**src/rtl/ncc_pkg.sv**
```systemverilog
package ncc_pkg;
    localparam int DATA_W  = 32;
    localparam int FLAG_W  = 5;
    localparam int CYC_W   = 4;

    typedef enum logic [1:0] {
        OPK_NEGX = 2'b00,
        OPK_CLR  = 2'b01,
        OPK_NEG  = 2'b10,
        OPK_NOT  = 2'b11
    } opk_e;

    typedef enum logic [1:0] {
        SZ_BYTE = 2'b00,
        SZ_WORD = 2'b01,
        SZ_LONG = 2'b10,
        SZ_BAD  = 2'b11
    } sz_e;

    typedef struct packed {
        logic x;
        logic n;
        logic z;
        logic v;
        logic c;
    } ccr_t;

    typedef struct packed {
        logic [DATA_W-1:0] result;
        ccr_t              flags;
        logic              bad;
        logic [CYC_W-1:0]  cycles;
    } ncc_out_t;
endpackage

```
**src/rtl/ncc_lane.sv**
```systemverilog
module ncc_lane
    import ncc_pkg::*;
#(
    parameter int W = DATA_W
) (
    input  logic [1:0]   size_code,
    output logic [W-1:0] lane_mask,
    output logic [W-1:0] sign_bit,
    output logic         size_ok
);
    localparam int BYTE_W = 8;
    localparam int WORD_W = 16;

    always_comb begin
        lane_mask = '0;
        size_ok   = 1'b1;
        unique case (sz_e'(size_code))
            SZ_BYTE: lane_mask[BYTE_W-1:0] = '1;
            SZ_WORD: lane_mask[WORD_W-1:0] = '1;
            SZ_LONG: lane_mask             = '1;
            default: size_ok               = 1'b0;
        endcase
        sign_bit = lane_mask ^ (lane_mask >> 1);
    end
endmodule

```
**src/rtl/ncc_core.sv**
```systemverilog
module ncc_core
    import ncc_pkg::*;
#(
    parameter int W = DATA_W
) (
    input  logic [1:0]   op_kind,
    input  logic [W-1:0] operand,
    input  ccr_t         flags_in,
    input  logic [W-1:0] lane_mask,
    input  logic [W-1:0] sign_bit,
    output logic [W-1:0] result,
    output ccr_t         flags_out
);
    logic [W-1:0] src_m;
    logic [W:0]   diff;
    logic [W-1:0] lane_v;
    logic         x_used;
    logic         src_top;
    logic         res_top;
    logic         res_zero;

    always_comb begin
        src_m    = operand & lane_mask;
        x_used   = (opk_e'(op_kind) == OPK_NEGX) ? flags_in.x : 1'b0;
        diff     = {1'b0, {W{1'b0}}} - {1'b0, src_m} - {{W{1'b0}}, x_used};
        src_top  = |(src_m & sign_bit);
        lane_v   = '0;
        flags_out = flags_in;
        unique case (opk_e'(op_kind))
            OPK_NEGX, OPK_NEG: lane_v = diff[W-1:0];
            OPK_CLR:           lane_v = '0;
            OPK_NOT:           lane_v = ~src_m;
            default:           lane_v = '0;
        endcase
        lane_v   = lane_v & lane_mask;
        res_top  = |(lane_v & sign_bit);
        res_zero = (lane_v == '0);

        unique case (opk_e'(op_kind))
            OPK_NEGX: begin
                flags_out.c = (src_m != '0) | x_used;
                flags_out.x = (src_m != '0) | x_used;
                flags_out.n = res_top;
                flags_out.v = src_top & res_top;
                flags_out.z = res_zero ? flags_in.z : 1'b0;
            end
            OPK_NEG: begin
                flags_out.c = (src_m != '0);
                flags_out.x = (src_m != '0);
                flags_out.n = res_top;
                flags_out.v = src_top & res_top;
                flags_out.z = res_zero;
            end
            OPK_CLR: begin
                flags_out.n = 1'b0;
                flags_out.z = 1'b1;
                flags_out.v = 1'b0;
                flags_out.c = 1'b0;
            end
            OPK_NOT: begin
                flags_out.n = res_top;
                flags_out.z = res_zero;
                flags_out.v = 1'b0;
                flags_out.c = 1'b0;
            end
            default: flags_out = flags_in;
        endcase
        result = (operand & ~lane_mask) | lane_v;
    end
endmodule

```
**src/rtl/ncc_cost.sv**
```systemverilog
module ncc_cost
    import ncc_pkg::*;
#(
    parameter int SHORT_COST = 4,
    parameter int LONG_COST  = 6
) (
    input  logic [1:0]       size_code,
    input  logic             in_memory,
    output logic [CYC_W-1:0] cycles
);
    localparam logic [CYC_W-1:0] SHORT_C = CYC_W'(SHORT_COST);
    localparam logic [CYC_W-1:0] LONG_C  = CYC_W'(LONG_COST);

    logic [CYC_W-1:0] base;

    always_comb begin
        unique case (sz_e'(size_code))
            SZ_BYTE, SZ_WORD: base = SHORT_C;
            SZ_LONG:          base = LONG_C;
            default:          base = '0;
        endcase
        cycles = in_memory ? (base << 1) : base;
    end
endmodule

```
**src/rtl/ncc_unit.sv**
```systemverilog
module ncc_unit
    import ncc_pkg::*;
(
    input  logic              clk,
    input  logic              rst_n,
    input  logic [1:0]        op_kind,
    input  logic [1:0]        size_code,
    input  logic [DATA_W-1:0] operand,
    input  logic [FLAG_W-1:0] flags_in,
    input  logic              in_memory,
    output logic [DATA_W-1:0] result,
    output logic [FLAG_W-1:0] flags_out,
    output logic              bad_size,
    output logic [3:0]        cycles
);
    logic [DATA_W-1:0] lane_mask;
    logic [DATA_W-1:0] sign_bit;
    logic              size_ok;
    logic [DATA_W-1:0] core_res;
    ccr_t              core_flags;
    logic [CYC_W-1:0]  cost;
    ncc_out_t          out_d;
    ncc_out_t          out_q;

    ncc_lane #(.W(DATA_W)) u_lane (
        .size_code (size_code),
        .lane_mask (lane_mask),
        .sign_bit  (sign_bit),
        .size_ok   (size_ok)
    );

    ncc_core #(.W(DATA_W)) u_core (
        .op_kind   (op_kind),
        .operand   (operand),
        .flags_in  (ccr_t'(flags_in)),
        .lane_mask (lane_mask),
        .sign_bit  (sign_bit),
        .result    (core_res),
        .flags_out (core_flags)
    );

    ncc_cost u_cost (
        .size_code (size_code),
        .in_memory (in_memory),
        .cycles    (cost)
    );

    always_comb begin
        out_d = out_q;
        if (size_ok) begin
            out_d.result = core_res;
            out_d.flags  = core_flags;
            out_d.bad    = 1'b0;
            out_d.cycles = cost;
        end else begin
            out_d.result = operand;
            out_d.flags  = ccr_t'(flags_in);
            out_d.bad    = 1'b1;
            out_d.cycles = '0;
        end
    end

    always_ff @(posedge clk or negedge rst_n) begin
        if (!rst_n) out_q <= '0;
        else        out_q <= out_d;
    end

    assign result    = out_q.result;
    assign flags_out = out_q.flags;
    assign bad_size  = out_q.bad;
    assign cycles    = out_q.cycles;
endmodule

```
**config.mk**
```make
export PLATFORM = sky130hd
export DESIGN_NAME = ncc_unit
export DESIGN_NICKNAME = d
export VERILOG_FILES = /design/src/rtl/ncc_pkg.sv /design/src/rtl/ncc_lane.sv /design/src/rtl/ncc_core.sv /design/src/rtl/ncc_cost.sv /design/src/rtl/ncc_unit.sv
export SDC_FILE = /design/constraint.sdc
export NUM_CORES = 1
export LEC_CHECK = 0
export BUFFER_PORTS_ARGS = -buffer_cell sky130_fd_sc_hd__buf_2
export CAP_MARGIN = 20
export CORE_MARGIN = 2
export CORE_UTILIZATION = 61
export DETAILED_ROUTE_END_ITERATION = 12
export GPL_TIMING_DRIVEN = 0
export PLACE_DENSITY = 0.83
export SLEW_MARGIN = 10
export SYNTH_ARGS = -nofsm -noshare
export SYNTH_HDL_FRONTEND = slang
export SYNTH_HIERARCHICAL = 1
export SYNTH_SLANG_ARGS = --single-unit
```
**constraint.sdc**
```tcl
create_clock -name clk -period 0.8 [get_ports clk]
set_clock_uncertainty 0.15 [all_clocks]
set_input_delay 0.16 -clock clk [delete_from_list [all_inputs] [get_ports clk]]
set_output_delay 0.16 -clock clk [all_outputs]
set_load 0.005 [all_outputs]
```
==> reports/metrics.cfg, run 1 <==
[clocking]
cts.path.max_buffers=2
clock_sinks=42
htreeDepth=2
cts_buffers=5
cts-root-buf=clkbuf_16

[logic_synthesis]
synth_area_leaders=dfrtp_1, mux2_4, buf_4
ys_seq_area_frac=0.152
synth.largest_area_cell=dfrtp_1
synth_cell_types=96
synth_area_um2=6920
netlist_instances=863
syn_avg_cell_area_um2=8.02
ys_seq_elements=42
synth_enable_flop_cells=0
yosysWarnings=6
synth_flop_cell=dfrtp_1
yosysTopAreaCellShare=0.152
synthArstFlopShare=1.00

[grt]
grt_max_degree=43

[status]
flow.stopped_at=global routing
error=[ERROR DPL-0038] Utilization greater than 100%, impossible to legalize
status=stopped before the end

[place]
dp_hpwl_um=21000
dp.cells=1115
port_buffers=84
gp_congestion=1.15

[floorplan]
die_w_um=111
ios=86
die_h_um=111
start_util=0.633
fp-row-count=38

[sta]
worst_endpoint=flags_out[2]$_DFF_PN0_/D
endpoint_type=sequential cell input

==> synthesized netlist by cell type, types with 11 or more instances <==
| master | count |
|---|---|
| inv_1 | 66 |
| buf_4 | 63 |
| nand2_1 | 56 |
| o21ai_0 | 51 |
| a21oi_1 | 44 |
| dfrtp_1 | 42 |
| nor2_1 | 36 |
| mux2_4 | 35 |
| ha_1 | 30 |
| nand3_1 | 27 |
| nand4_1 | 25 |
| and2_1 | 23 |
| buf_2 | 17 |
| xnor2_1 | 17 |
| nor3_1 | 16 |
| nor4_1 | 16 |
| nor2b_1 | 15 |
| o22ai_1 | 14 |
| and3_1 | 13 |
| mux2i_1 | 12 |
| a21o_1 | 11 |
| mux2_2 | 11 |
==> what timing repair did <==
| item | in CTS |
|---|---|
| pin swaps | 73 |
| setup buffers | 95 |
| resized for setup | 196 |
| hold endpoints to repair | 56 |
| cloned | 0 |
| setup endpoints to repair | 125 |
==> kinds of logic after synthesis <==
group / Yosys count / synth area share
AND/OR/NAND/NOR: 280 / 0.228
AO/OA/AOI/OAI: 247 / 0.256
buffers and inverters: 174 / 0.149
multiplexers: 58 / 0.111
flip-flops: 42 / 0.152
adder cells (fa/ha/maj): 30 / 0.0542
XOR/XNOR: 30 / 0.0493
other: 2 / 0.00109
==> per-stage QoR <==
stage          hold slack (ps)  utilization  instance area (um^2)  TNS [ps]  setup WS [ps]
4_1_cts                   -271        0.915                 10000    -90850          -3140
3_5_place_dp               246        0.753                  8230   -125090          -4040
3_3_place_gp               213        0.753                  8230   -118670          -3990
2_1_floorplan             -286            -                  7640    -75360          -3070
==> run 2: changes to the inputs <==
--- a/config.mk
+++ b/config.mk
@@ -8,10 +8,10 @@
 export BUFFER_PORTS_ARGS = -buffer_cell sky130_fd_sc_hd__buf_2
 export CAP_MARGIN = 20
 export CORE_MARGIN = 2
-export CORE_UTILIZATION = 61
+export CORE_UTILIZATION = 40
 export DETAILED_ROUTE_END_ITERATION = 12
 export GPL_TIMING_DRIVEN = 0
-export PLACE_DENSITY = 0.83
+export PLACE_DENSITY_LB_ADDON = 0.15
 export SLEW_MARGIN = 10
 export SYNTH_ARGS = -nofsm -noshare
 export SYNTH_HDL_FRONTEND = slang
==> run 2 against run 1 <==
  * The flow now finishes, with violations (negative hold slack, negative setup slack)
  * Synthesized cell count is the same
  * Synthesized area unchanged
==> reports/metrics.cfg, run 2 <==
[power_and_ir_drop]
ir_worst_vdd_uv=882
pwr-share-comb=0.658
sw_frac_of_total=0.425
cellPowerDensity_nw_per_um2=1300
p_int_mw=7.95
sequentialPowerShare=0.175
clkPwrFrac=0.167
p_leak_nw=4.62
p_sw_mw=5.88

[clocking]
cts_buffers=5
htreeDepth=2
cts_tree=built
clock_sinks=42
cts.clk_slew.worst_paths_ps=90
cts.path.max_buffers=2
cts-root-buf=clkbuf_16

[final_layout]
mostFrequentLayoutCell=buf_4
post-route-util=0.619
areaGrowthSynthToFinish_pct=53.1
largest_register_ffs=32
fillers=1452
final_cell_mix=buf_4, buf_2, inv_1
drive_above_1_share=0.525
fin_nets=1166
stdcell_area_um2=10600
n_antenna_cell=0
stdcell_count=1318

[setup_path]
required_ps=840
critPathBufInv=11
worstPathArrival_ps=3960
crit_top_cell=buf_6
setup.worst_path.end_class=flip-flop
crit_end=flags_out[2]
slowest_stage=o311a_4
critPathKind=in2reg
start_kind=primary input
crit_cells=26
crit_fanout=3
cp-startpoint=op_kind[0]
crit_family=compound AO/OA/AOI/OAI gates
critPathMaxStageDelay_ps=330

[route]
wl_met3_um=3030
drc=0
dr_wl_met2_um=13400
met1_length_um=12100
antenna_left=0
drtPass1Iterations=5
wl_per_cell_um=22.5
vias=7874
dr.first_iter.drc_count=801
routed_via_density=5.97
routed_wirelength_um=29700
top_layer_used=met4

[sta]
worst_pin_slew_ps=992
slew_violations=0
post-route-min-period_ps=3920
fmaxAchievable_ghz=0.255
hold_viol=56
rsz0062_at_grt=yes
fin_crit_sh=4.90
maxSlewHeadroom=0.338
postLayoutSetupSlackWorst_ps=-3120
setup_viol=83
hold_ws_ps=-306

[grt]
first_global_vias=7216
grt_pass1_wl_um=43000
grt_max_degree=43
antenna_found_initial=0
track_usage=0.313
grt_overflow=0

[logic_synthesis]
synth_cell_types=96
synth_commonest_cells=inv_1, buf_4, nand2_1
yosysTopAreaCellShare=0.152
syn_avg_cell_area_um2=8.02
synth.most_common_cell=inv_1
synth_enable_flop_cells=0
yosysWarnings=6
netlist_instances=863
ys_seq_area_frac=0.152
synth_area_leaders=dfrtp_1, mux2_4, buf_4
synthArstFlopShare=1.00
synth_flop_cell=dfrtp_1
synth_area_um2=6920
ys_seq_elements=42
synth.largest_area_cell=dfrtp_1

[hold_path]
hold_class=in2async

[floorplan]
ios=86
die_h_um=136
die_w_um=136
start_util=0.404
core_area_um2=17100
fp-row-count=48
die_area_um2=18400

[place]
dp.cells=1201
place_area_um2=8350
port_buffers=84
dp_hpwl_um=21100
gp_congestion=1.02

[status]
violations=negative hold slack, negative setup slack
status=complete, but fails checks

[job]
cap_violations=0

==> run 2: metal layers <==
layer  vias up  GRT usage
li1       3590          -
met1      3715      0.423
met2       474      0.493
met3        95     0.0617
met4         0      0.121
met5         -          0
==> run 2: power by group through the flow <==
stage	registers [mW]	logic (mW)	clock network (mW)
after global routing	2.45	9.53	2.40
after CTS	2.43	7.98	2.33
after floorplan	2.52	4.50	0
after detailed placement	2.47	6.25	0
after global placement	2.47	6.23	0
final	2.42	9.09	2.31
==> run 2: worst min-delay path by stage <==
stage           startpoint           end  cells past startpoint
3_5_place_dp   flags_in[1]  flags_out[1]                      2
6_report             rst_n  flags_out[1]                      1
2_1_floorplan        rst_n      bad_size                      0
5_1_grt              rst_n  flags_out[1]                      1
3_3_place_gp         rst_n     cycles[0]                      1
4_1_cts              rst_n    result[25]                      1
==> run 2: what timing repair did <==
action                                 4_1_cts  5_1_grt
endpoints found under the hold margin       59       56
gates cloned                                 0        1
setup endpoints to repair                  125       83
pin swaps                                   72       51
setup buffers                               89       30
gates resized for setup                    182       78
==> run 2: cells by family after synthesis <==
kind of cell	after synthesis	share of synthesized area
XOR/XNOR	30	0.0493
multiplexers	58	0.111
buffers and inverters	174	0.149
flip-flops	42	0.152
adder cells (fa/ha/maj)	30	0.0542
AO/OA/AOI/OAI	247	0.256
AND/OR/NAND/NOR	280	0.228
other	2	0.00109
==> run 2: area by class of cell <==
class	instances	area [um^2]	share of cell area
repair buffers	203	1490	0.141
well taps	225	282	0.0266
flip-flops and latches	42	1050	0.0992
clock buffers	5	125	0.0118
clock inverters	3	23.8	0.00224
multi-input cells	675	6390	0.603
plain buffers	92	885	0.0835
inverters	73	354	0.0334
==> run 2: per-stage QoR <==
step                setup WS, ps  setup TNS, ps  total power [mW]
CTS                        -3110         -90760              12.7
global route               -3200         -96900              14.4
detailed placement         -4110        -126730              8.72
global placement           -4180        -125900              8.69
finish                     -3120         -93700              13.8
floorplan                  -3070         -75360              7.02
Note: power is estimated with default switching activity, not from simulation.
==> run 3: changes to the inputs <==
--- a/config.mk
+++ b/config.mk
@@ -6,12 +6,12 @@
 export NUM_CORES = 1
 export LEC_CHECK = 0
 export BUFFER_PORTS_ARGS = -buffer_cell sky130_fd_sc_hd__buf_2
-export CAP_MARGIN = 20
+export CAP_MARGIN = 10
 export CORE_MARGIN = 2
 export CORE_UTILIZATION = 40
 export DETAILED_ROUTE_END_ITERATION = 12
 export GPL_TIMING_DRIVEN = 0
-export PLACE_DENSITY_LB_ADDON = 0.15
+export PLACE_DENSITY = 0.66
 export SLEW_MARGIN = 10
 export SYNTH_ARGS = -nofsm -noshare
 export SYNTH_HDL_FRONTEND = slang
==> constraint.sdc (replaced) <==
create_clock -name clk -period 0.8 [get_ports clk]
set_clock_uncertainty 0.15 [all_clocks]
set_input_delay 0.16 -clock clk [delete_from_list [all_inputs] [get_ports clk]]
set_output_delay 0.16 -clock clk [all_outputs]
set_load 0.05 [all_outputs]
==> run 3 against run 2 <==
  * The run still ends with negative hold slack, negative setup slack left
  * Largest power group unchanged
  * Highest routed layer unchanged
  * Final cell count up 1.8%
  * Worst hold slack better by 7.3 ps
  * Power up 12%
==> reports/metrics.cfg, run 3 (synthesized netlist as in run 2, its figures left out) <==
[power_and_ir_drop]
p_sw_mw=6.96
sw_frac_of_total=0.448
clkPwrFrac=0.145
sequentialPowerShare=0.163
cellPowerDensity_nw_per_um2=1390
p_int_mw=8.59
pwr-share-comb=0.692
ir_worst_vdd_uv=1010
p_leak_nw=4.82

[floorplan]
die_area_um2=18400
die_h_um=136
core_area_um2=17100
die_w_um=136
fp-row-count=48
ios=86
start_util=0.404

[setup_path]
setup.worst_path.end_class=flip-flop
crit_fanout=3
required_ps=830
slowest_stage=o311a_4
critPathKind=in2reg
critPathMaxStageDelay_ps=340
crit_end=flags_out[2]
cp-startpoint=op_kind[0]
start_kind=primary input
worstPathArrival_ps=3960

[clocking]
cts.path.max_buffers=2
cts_buffers=5
cts-root-buf=clkbuf_16
cts.clk_slew.worst_paths_ps=90
htreeDepth=2
cts_tree=built
clock_sinks=42

[status]
status=complete, but fails checks
violations=negative hold slack, negative setup slack

[sta]
setup_viol=83
hold_ws_ps=-299
postLayoutSetupSlackWorst_ps=-3130
rsz0062_at_grt=yes
fin_crit_sh=4.91
maxSlewHeadroom=0.408
hold_viol=55
slew_violations=0
worst_pin_slew_ps=887
setup_tns_ps=-96960
post-route-min-period_ps=3930
fmaxAchievable_ghz=0.254

[final_layout]
stdcell_area_um2=11200
fillers=1320
fin_nets=1189
largest_register_ffs=32
final_cell_mix=buf_4, buf_6, inv_1
drive_above_1_share=0.577
stdcell_count=1342
mostFrequentLayoutCell=buf_4
areaGrowthSynthToFinish_pct=62.1
post-route-util=0.656

[place]
gp_congestion=1.01
dp.cells=1200
port_buffers=84
place_area_um2=8390
dp_slack_ps=-4050
dp_hpwl_um=21000

[job]
cap_violations=0

[route]
dr.first_iter.drc_count=1166
antenna_left=0
vias=8298
routed_via_density=6.18
wl_per_cell_um=23.1
drc=0
drtPass1Iterations=8
routed_wirelength_um=30900

[grt]
grt_pass1_wl_um=44900
track_usage=0.325
first_global_vias=7650
grt_overflow=0
grt_max_degree=43
antenna_found_initial=1

[hold_path]
hold_class=in2async

==> run 3: cell types whose count changed in the layout (fill, tap and decap cells not counted), sizes merged <==
cell      before  now
buf          285  309
clkbuf        15   14
clkinvlp       4    3
diode          0    1
inv           71   72
==> run 3: cell type report <==
cell class / instances / area [um^2] / share of cell area
multi-input cells: 675 / 6420 / 0.573
repair buffers: 233 / 2090 / 0.186
flip-flops and latches: 42 / 1100 / 0.0982
plain buffers: 85 / 808 / 0.0720
inverters: 73 / 365 / 0.0326
well taps: 225 / 282 / 0.0251
clock buffers: 5 / 125 / 0.0112
clock inverters: 3 / 23.8 / 0.00212
diodes: 1 / 2.50 / 0.000223
==> run 3: timing repair <==
item / 4_1_cts / 5_1_grt
endpoints found under the hold margin: 57 / 54
setup endpoints to repair: 125 / 83
gates cloned: 1 / 1
resized for setup: 295 / 86
pin swaps: 79 / 64
buffers inserted: 121 / 39
==> run 3: stage by stage <==
step / power, mW / hold slack (ps)
final: 15.5 / -299
after global routing: 16.1 / -246
after CTS: 14.4 / -272
after detailed placement: 9.67 / 252
after global placement: 9.64 / 238
after floorplan: 7.97 / -286
==> run 3: metal layers <==
metal  GRT usage  share of wire
met2       0.498           0.43
met1       0.442           0.41
met5           0              0
met4       0.152          0.060
met3      0.0587           0.10
==> run 3: worst min path at each step <==
stage,slack [ps],to,cells after the start,start
after floorplan,-290,bad_size,0,rst_n
after global placement,240,result[7],1,rst_n
after detailed placement,250,flags_out[3],2,flags_in[3]
after CTS,-270,result[17],1,rst_n
after global routing,-250,result[17],1,rst_n
final,-300,result[17],1,rst_n
==> run 3: critical path, delay by kind of cell <==
kind / cells / cell delay, ps
compound gates: 6 / 1400
xor+xnor: 1 / 260
fa+ha+maj: 3 / 450
buf+inv: 10 / 1100
mux: 1 / 260
simple gates: 4 / 330
==> run 3: power groups by stage <==
stage | Sequential (mW) | Clock [mW] | Combinational [mW]
6_report | 2.54 | 2.25 | 10.8
4_1_cts | 2.54 | 2.29 | 9.57
5_1_grt | 2.57 | 2.36 | 11.2
3_3_place_gp | 2.51 | 0 | 7.13
2_1_floorplan | 3.47 | 0 | 4.50
3_5_place_dp | 2.51 | 0 | 7.16
